**src/rtl/stkptr_pkg.sv**
```systemverilog
`timescale 1ns/1ps
package stkptr_pkg;

  typedef enum logic [1:0] {
    STEP_NONE = 2'd0,
    STEP_INC  = 2'd1,
    STEP_DEC  = 2'd2
  } stk_step_e;

  typedef enum logic [1:0] {
    PEND_NONE = 2'd0,
    PEND_CALL = 2'd1,
    PEND_RET  = 2'd2
  } stk_pend_e;

endpackage

```
**src/rtl/stkptr_step_arb.sv**
```systemverilog
`timescale 1ns/1ps
module stkptr_step_arb
  import stkptr_pkg::*;
(
  input  logic      clk,
  input  logic      rst,
  input  logic      push_i,
  input  logic      pop_i,
  input  logic      call_i,
  input  logic      ret_i,
  input  logic      wr_hit_i,
  output stk_step_e step_o
);

  stk_pend_e pend_q;
  stk_pend_e pend_d;

  // Second beat of call/return owns its cycle; a register write cancels it.
  always_comb begin
    step_o = STEP_NONE;
    pend_d = PEND_NONE;
    if (pend_q != PEND_NONE) begin
      if (!wr_hit_i)
        step_o = (pend_q == PEND_CALL) ? STEP_INC : STEP_DEC;
    end else if (!wr_hit_i) begin
      if (call_i) begin
        step_o = STEP_INC;
        pend_d = PEND_CALL;
      end else if (push_i) begin
        step_o = STEP_INC;
      end else if (ret_i) begin
        step_o = STEP_DEC;
        pend_d = PEND_RET;
      end else if (pop_i) begin
        step_o = STEP_DEC;
      end
    end
  end

  always_ff @(posedge clk) begin
    if (rst) pend_q <= PEND_NONE;
    else     pend_q <= pend_d;
  end

endmodule

```
**src/rtl/stkptr_core.sv**
```systemverilog
`timescale 1ns/1ps
module stkptr_core
  import stkptr_pkg::*;
#(
  parameter int          SP_W    = 11,
  parameter int          DATA_W  = 8,
  parameter logic [10:0] RST_VAL = 11'h007
) (
  input  logic              clk,
  input  logic              rst,
  input  stk_step_e         step_i,
  input  logic              lo_wr_i,
  input  logic              hi_wr_i,
  input  logic [DATA_W-1:0] wr_data_i,
  output logic [SP_W-1:0]   sp_o,
  output logic              acc_vld_o,
  output logic              acc_wr_o,
  output logic [SP_W-1:0]   acc_addr_o
);

  localparam int HI_W = SP_W - DATA_W;

  logic [SP_W-1:0] sp_inc;
  logic [SP_W-1:0] sp_dec;
  logic [SP_W-1:0] sp_d;

  assign sp_inc = sp_o + 1'b1;
  assign sp_dec = sp_o - 1'b1;

  always_comb begin
    sp_d = sp_o;
    if (lo_wr_i || hi_wr_i) begin
      if (lo_wr_i) sp_d[DATA_W-1:0]    = wr_data_i;
      if (hi_wr_i) sp_d[SP_W-1:DATA_W] = wr_data_i[HI_W-1:0];
    end else begin
      case (step_i)
        STEP_INC: sp_d = sp_inc;
        STEP_DEC: sp_d = sp_dec;
        default:  sp_d = sp_o;
      endcase
    end
  end

  always_ff @(posedge clk) begin
    if (rst) begin
      sp_o       <= RST_VAL[SP_W-1:0];
      acc_vld_o  <= 1'b0;
      acc_wr_o   <= 1'b0;
      acc_addr_o <= '0;
    end else begin
      sp_o      <= sp_d;
      acc_vld_o <= 1'b0;
      if (!(lo_wr_i || hi_wr_i)) begin
        if (step_i == STEP_INC) begin
          acc_vld_o  <= 1'b1;
          acc_wr_o   <= 1'b1;
          acc_addr_o <= sp_inc;
        end else if (step_i == STEP_DEC) begin
          acc_vld_o  <= 1'b1;
          acc_wr_o   <= 1'b0;
          acc_addr_o <= sp_o;
        end
      end
    end
  end

endmodule

```
**src/rtl/stkptr_rd_port.sv**
```systemverilog
`timescale 1ns/1ps
module stkptr_rd_port #(
  parameter int              SP_W    = 11,
  parameter int              DATA_W  = 8,
  parameter int              ADDR_W  = 8,
  parameter logic [ADDR_W-1:0] LO_ADDR = 8'h81,
  parameter logic [ADDR_W-1:0] HI_ADDR = 8'hB7
) (
  input  logic              clk,
  input  logic              rst,
  input  logic [ADDR_W-1:0] rd_addr_i,
  input  logic [SP_W-1:0]   sp_i,
  output logic [DATA_W-1:0] rd_data_o
);

  localparam int HI_W = SP_W - DATA_W;

  logic [DATA_W-1:0] rd_d;

  always_comb begin
    if (rd_addr_i == LO_ADDR)
      rd_d = sp_i[DATA_W-1:0];
    else if (rd_addr_i == HI_ADDR)
      rd_d = {{(DATA_W-HI_W){1'b0}}, sp_i[SP_W-1:DATA_W]};
    else
      rd_d = '0;
  end

  always_ff @(posedge clk) begin
    if (rst) rd_data_o <= '0;
    else     rd_data_o <= rd_d;
  end

endmodule

```
**src/rtl/stkptr_unit.sv**
```systemverilog
`timescale 1ns/1ps
module stkptr_unit
  import stkptr_pkg::*;
#(
  parameter int                SP_W    = 11,
  parameter int                DATA_W  = 8,
  parameter int                ADDR_W  = 8,
  parameter logic [ADDR_W-1:0] LO_ADDR = 8'h81,
  parameter logic [ADDR_W-1:0] HI_ADDR = 8'hB7,
  parameter logic [10:0]       RST_VAL = 11'h007
) (
  input  logic              clk,
  input  logic              rst,
  input  logic              push_i,
  input  logic              pop_i,
  input  logic              call_i,
  input  logic              ret_i,
  input  logic              wr_en_i,
  input  logic [ADDR_W-1:0] wr_addr_i,
  input  logic [DATA_W-1:0] wr_data_i,
  input  logic [ADDR_W-1:0] rd_addr_i,
  output logic [DATA_W-1:0] rd_data_o,
  output logic [SP_W-1:0]   sp_o,
  output logic              acc_vld_o,
  output logic              acc_wr_o,
  output logic [SP_W-1:0]   acc_addr_o
);

  logic      lo_wr;
  logic      hi_wr;
  stk_step_e step;

  assign lo_wr = wr_en_i && (wr_addr_i == LO_ADDR);
  assign hi_wr = wr_en_i && (wr_addr_i == HI_ADDR);

  stkptr_step_arb u_arb (
    .clk      (clk),
    .rst      (rst),
    .push_i   (push_i),
    .pop_i    (pop_i),
    .call_i   (call_i),
    .ret_i    (ret_i),
    .wr_hit_i (lo_wr || hi_wr),
    .step_o   (step)
  );

  stkptr_core #(
    .SP_W    (SP_W),
    .DATA_W  (DATA_W),
    .RST_VAL (RST_VAL)
  ) u_core (
    .clk        (clk),
    .rst        (rst),
    .step_i     (step),
    .lo_wr_i    (lo_wr),
    .hi_wr_i    (hi_wr),
    .wr_data_i  (wr_data_i),
    .sp_o       (sp_o),
    .acc_vld_o  (acc_vld_o),
    .acc_wr_o   (acc_wr_o),
    .acc_addr_o (acc_addr_o)
  );

  stkptr_rd_port #(
    .SP_W    (SP_W),
    .DATA_W  (DATA_W),
    .ADDR_W  (ADDR_W),
    .LO_ADDR (LO_ADDR),
    .HI_ADDR (HI_ADDR)
  ) u_rd (
    .clk       (clk),
    .rst       (rst),
    .rd_addr_i (rd_addr_i),
    .sp_i      (sp_o),
    .rd_data_o (rd_data_o)
  );

endmodule

```
**config.mk**
```make
export PLATFORM = sky130hd
export DESIGN_NAME = stkptr_unit
export DESIGN_NICKNAME = d
export VERILOG_FILES = /design/src/rtl/stkptr_pkg.sv /design/src/rtl/stkptr_step_arb.sv /design/src/rtl/stkptr_core.sv /design/src/rtl/stkptr_rd_port.sv /design/src/rtl/stkptr_unit.sv
export SDC_FILE = /design/constraint.sdc
export NUM_CORES = 1
export LEC_CHECK = 0
export BUFFER_PORTS_ARGS = -buffer_cell sky130_fd_sc_hd__buf_4
export CORE_ASPECT_RATIO = 1.5
export CORE_MARGIN = 2
export CORE_UTILIZATION = 55
export CTS_BUF_LIST = sky130_fd_sc_hd__clkbuf_4 sky130_fd_sc_hd__clkbuf_8 sky130_fd_sc_hd__clkbuf_16
export CTS_CLUSTER_DIAMETER = 60
export DETAILED_ROUTE_END_ITERATION = 8
export GPL_TIMING_DRIVEN = 0
export PLACE_DENSITY = 0.82
export SYNTH_ARGS = -nofsm -noshare
export SYNTH_HDL_FRONTEND = slang
export SYNTH_SLANG_ARGS = --single-unit
```
**constraint.sdc**
```tcl
create_clock -name clk -period 7 [get_ports clk]
set_clock_uncertainty 0.15 [all_clocks]
set_input_delay 1.4 -clock clk [delete_from_list [all_inputs] [get_ports clk]]
set_output_delay 1.4 -clock clk [all_outputs]
set_load 0.05 [all_outputs]
```
==> impl_results.md <==
- Worst hold path class: flip-flop to flip-flop
- M3 GR Usage: 5.58%
- Final Setup Violations: 0
- Crit path kind: input pin to flip-flop
- FFs w/ async S/R, synth: 0%
- Non-filler cells, final: around 340
- Die height: 77.5 um
- FMAX: 230 MHz
- Initial Util: between 50% and 60%
- Total GRT Usage: 28.2%
- CTS Buffer Depth: 2
- Leading area contributor after synthesis: dfxtp_1
- DP Area: roughly 2500 um2
- Die area: a little over 4000 um2
- CTS clk-pin slew, worst paths: about 0.070 ns
- Syn Nets: roughly 270
- Busiest grt layer: met2
- Ys flop type: dfxtp_1
- Drc violations: 0
- Pwr Total: around 600 uW
- Hold Vio Cnt, Final: 0
- # diodes: 0
- CP Launch Type: input pin
- Period utilization: 62.2%
- Synth top area share: between 30% and 40%
- Iter 0 DRT Violations: around 100
- Number of flops mapped to enable cells by yosys: 0
- Synthesized area: between 1500 and 2000 um2
- Initial antenna violation count: 0
- Nets@finish: roughly 340
- PortBufs: slightly above 60
- Core area: 3420 um2
- Crit path launch: wr_addr_i[1]
- RSZ-0062 raised after global routing: no
- Reg-to-reg startpoint: u_arb.pend_q[0]$_SDFF_PP0_
- Final worst path period need: roughly 4.4 ns
- Setup_tns: 0 ns
- Outcome: finished, final reports clean
- Slew Viols, Final: 0
- R2r endpoint: u_core.sp_o[6]$_SDFFE_PP0P_
- Clock H-tree levels: 2
- # IOs: 63
- Post_cts resized: 0
- Filler cells: approximately 280
- Wirelength, routed: roughly 5.4 mm
- Pin count of the biggest net entering global routing: 11
- Mapped Avg Cell Area: roughly 8.5 um2
- Wire per inst: roughly 16 um
- Clock Tree Root: clkbuf_8
- Worst hold start: u_core.acc_addr_o[9]$_SDFFE_PP0P_
- Placement Rows: 26
- Worst setup EP type: flip-flop
- Routing usage on met2: about half
- Layout cells sized above 1: around a third
- Synthesis-to-layout area growth: 30.9%
- Yosys warning total: 0
- Post-Syn Instances: about 230
- Post-synthesis sequential area ratio: 34.3%
- Post-DP HPWL: 4.05 mm
- Synth cell types: 60
- Vias after detailed routing: between 2,000 and 2,500
- Worst slew pin tran: between 0.7 and 0.8 ns
- Global route total overflow: 0
- Clock sinks: 34
- Worst Hold Margin: 0.350 ns
- GR Util met1: a little under 30%
- Vias/cell: 6.00
- Flop and latch count out of synthesis: 34
- Cts bufs inserted: 5
- # hold bufs at CTS: 0
- CP Capture Point: u_core.sp_o[6]$_SDFFE_PP0P_
- Setup Buffers After CTS: 0
- Drt pass-1 iters: 4
- Final ANT Viol Nets: 0
- TritonCTS clock tree: built
- Clk_lat worst skew: just under 0.3 ns
- R2R Setup Slk: 4.23 ns
- Die W: 53.0 um
- Critical Path RT: between 7 and 8 ns
- VDD IR max: 0.149 mV
- Vias in the first global route: 1,939
- Slew margin rel.: a little under half
- First-pass GRT wire length: 8.71 mm
- Leak Pwr: 1.13 nW
- Synth area leaders: dfxtp_1, nor2_1, a211oi_1
- Max_cap viols: 0
- Highest fanout seen on the critical path: 10
- Routability cong.: just over 0.9
- Final Cell Area: 2590 um2
- PD cells: ~230 nW/um2
- Crit path DAT: ~4.4 ns
- Post-Place Cells: ~340
- Worst Reg-to-Reg Cells: 11
sequential cells by signal, indices dropped and copies added (netlist names):
register / cells
u_core.sp_o: 11
u_core.acc_addr_o: 11
u_arb.pend_q: 2
u_core.acc_wr_o: 1
u_core.acc_vld_o: 1
u_rd.rd_data_o: 8
per-stage QoR:
step           setup slack [ns]  utilization (%)
5_1_grt                    2.44             76.0
3_3_place_gp               2.50             73.2
3_5_place_dp               2.39             73.2
6_report                   2.64             76.0
4_1_cts                    2.70             76.0
2_1_floorplan              2.96                -
cells by family after synthesis:
kind of cell    share of synthesized area (%)
simple gates                             27.4
compound gates                           21.9
flops                                    34.3
buf+inv                                  7.95
xor+xnor                                 4.86
fa+ha+maj                                2.53
mux                                      1.01
critical path, cell delays in order:
cell and delay [ns]:
buf_4 0.11, nor4_2 0.38, o211a_1 0.21, buf_2 0.24
buf_2 0.27, or3_1 0.16, ha_1 0.17, clkbuf_1 0.34
or3b_2 0.48, o32ai_1 0.24, nor2_1 0.08, o21ai_0 0.18
a31oi_1 0.09
worst min path at each step:
stage | endpoint | cells past startpoint
after CTS | u_core.acc_addr_o[9]$_SDFFE_PP0P_ | 2
after floorplan | u_arb.pend_q[0]$_SDFF_PP0_ | 1
final | u_core.acc_addr_o[9]$_SDFFE_PP0P_ | 2
after global placement | u_core.acc_wr_o$_SDFFE_PP0P_ | 2
after global routing | u_core.acc_addr_o[0]$_SDFFE_PP0P_ | 2
after detailed placement | u_core.acc_addr_o[9]$_SDFFE_PP0P_ | 2
placed cells by master (no fill, tap or decap), types with 6 or more instances in the layout:
cell type / count
nor3_1: 11
clkbuf_8: 6
o32ai_1: 6
nand2_1: 15
dfxtp_1: 34
xnor2_1: 7
buf_4: 64
nor2_1: 27
o21ai_0: 6
a211oi_1: 11
inv_1: 10
a21oi_1: 11
synth_stat cells (2+ instances only):
| library cell | number |
|---|---|
| and3_1 | 3 |
| xor2_1 | 4 |
| buf_4 | 2 |
| a22o_1 | 3 |
| nand2b_1 | 2 |
| clkbuf_1 | 2 |
| buf_2 | 5 |
| and2_1 | 4 |
| a211oi_1 | 11 |
| a211o_1 | 3 |
| inv_1 | 10 |
| or3b_2 | 2 |
| nand3b_1 | 2 |
| and3b_1 | 2 |
| buf_6 | 5 |
| a31oi_1 | 2 |
| nand3_1 | 5 |
| o21ai_0 | 6 |
| dfxtp_1 | 34 |
| nand2_1 | 15 |
| nor4_1 | 3 |
| or3_1 | 4 |
| xnor2_1 | 7 |
| mux2i_1 | 2 |
| o31a_1 | 2 |
| a21oi_1 | 11 |
| o22a_1 | 3 |
| nand4_1 | 2 |
| ha_1 | 4 |
| nor2_1 | 27 |
| nor3_1 | 11 |
| o32ai_1 | 6 |
final cells by class:
cell class	instances	area, um2	share of cell area, %
plain buffers	16	120	4.63
clock buffers	7	90.1	3.47
clock inverters	1	5.00	0.193
inverters	10	37.5	1.45
multi-input cells	172	1140	44.1
flip-flops and latches	34	681	26.2
well taps	42	52.6	2.03
repair buffers	62	465	17.9
metal layers:
layer	share of wire, %	vias to the layer above
li1	-	981
met1	35	955
met2	54	106
met3	7.5	21
met4	3.5	0
met5	0	-
power breakdown:
group / internal [mW] / switching [mW] / total [mW]
clock: 0.0832 / 0.0721 / 0.155
sequential: 0.211 / 0.0102 / 0.221
combinational: 0.0815 / 0.142 / 0.223
(Power assumes the default switching activity.)
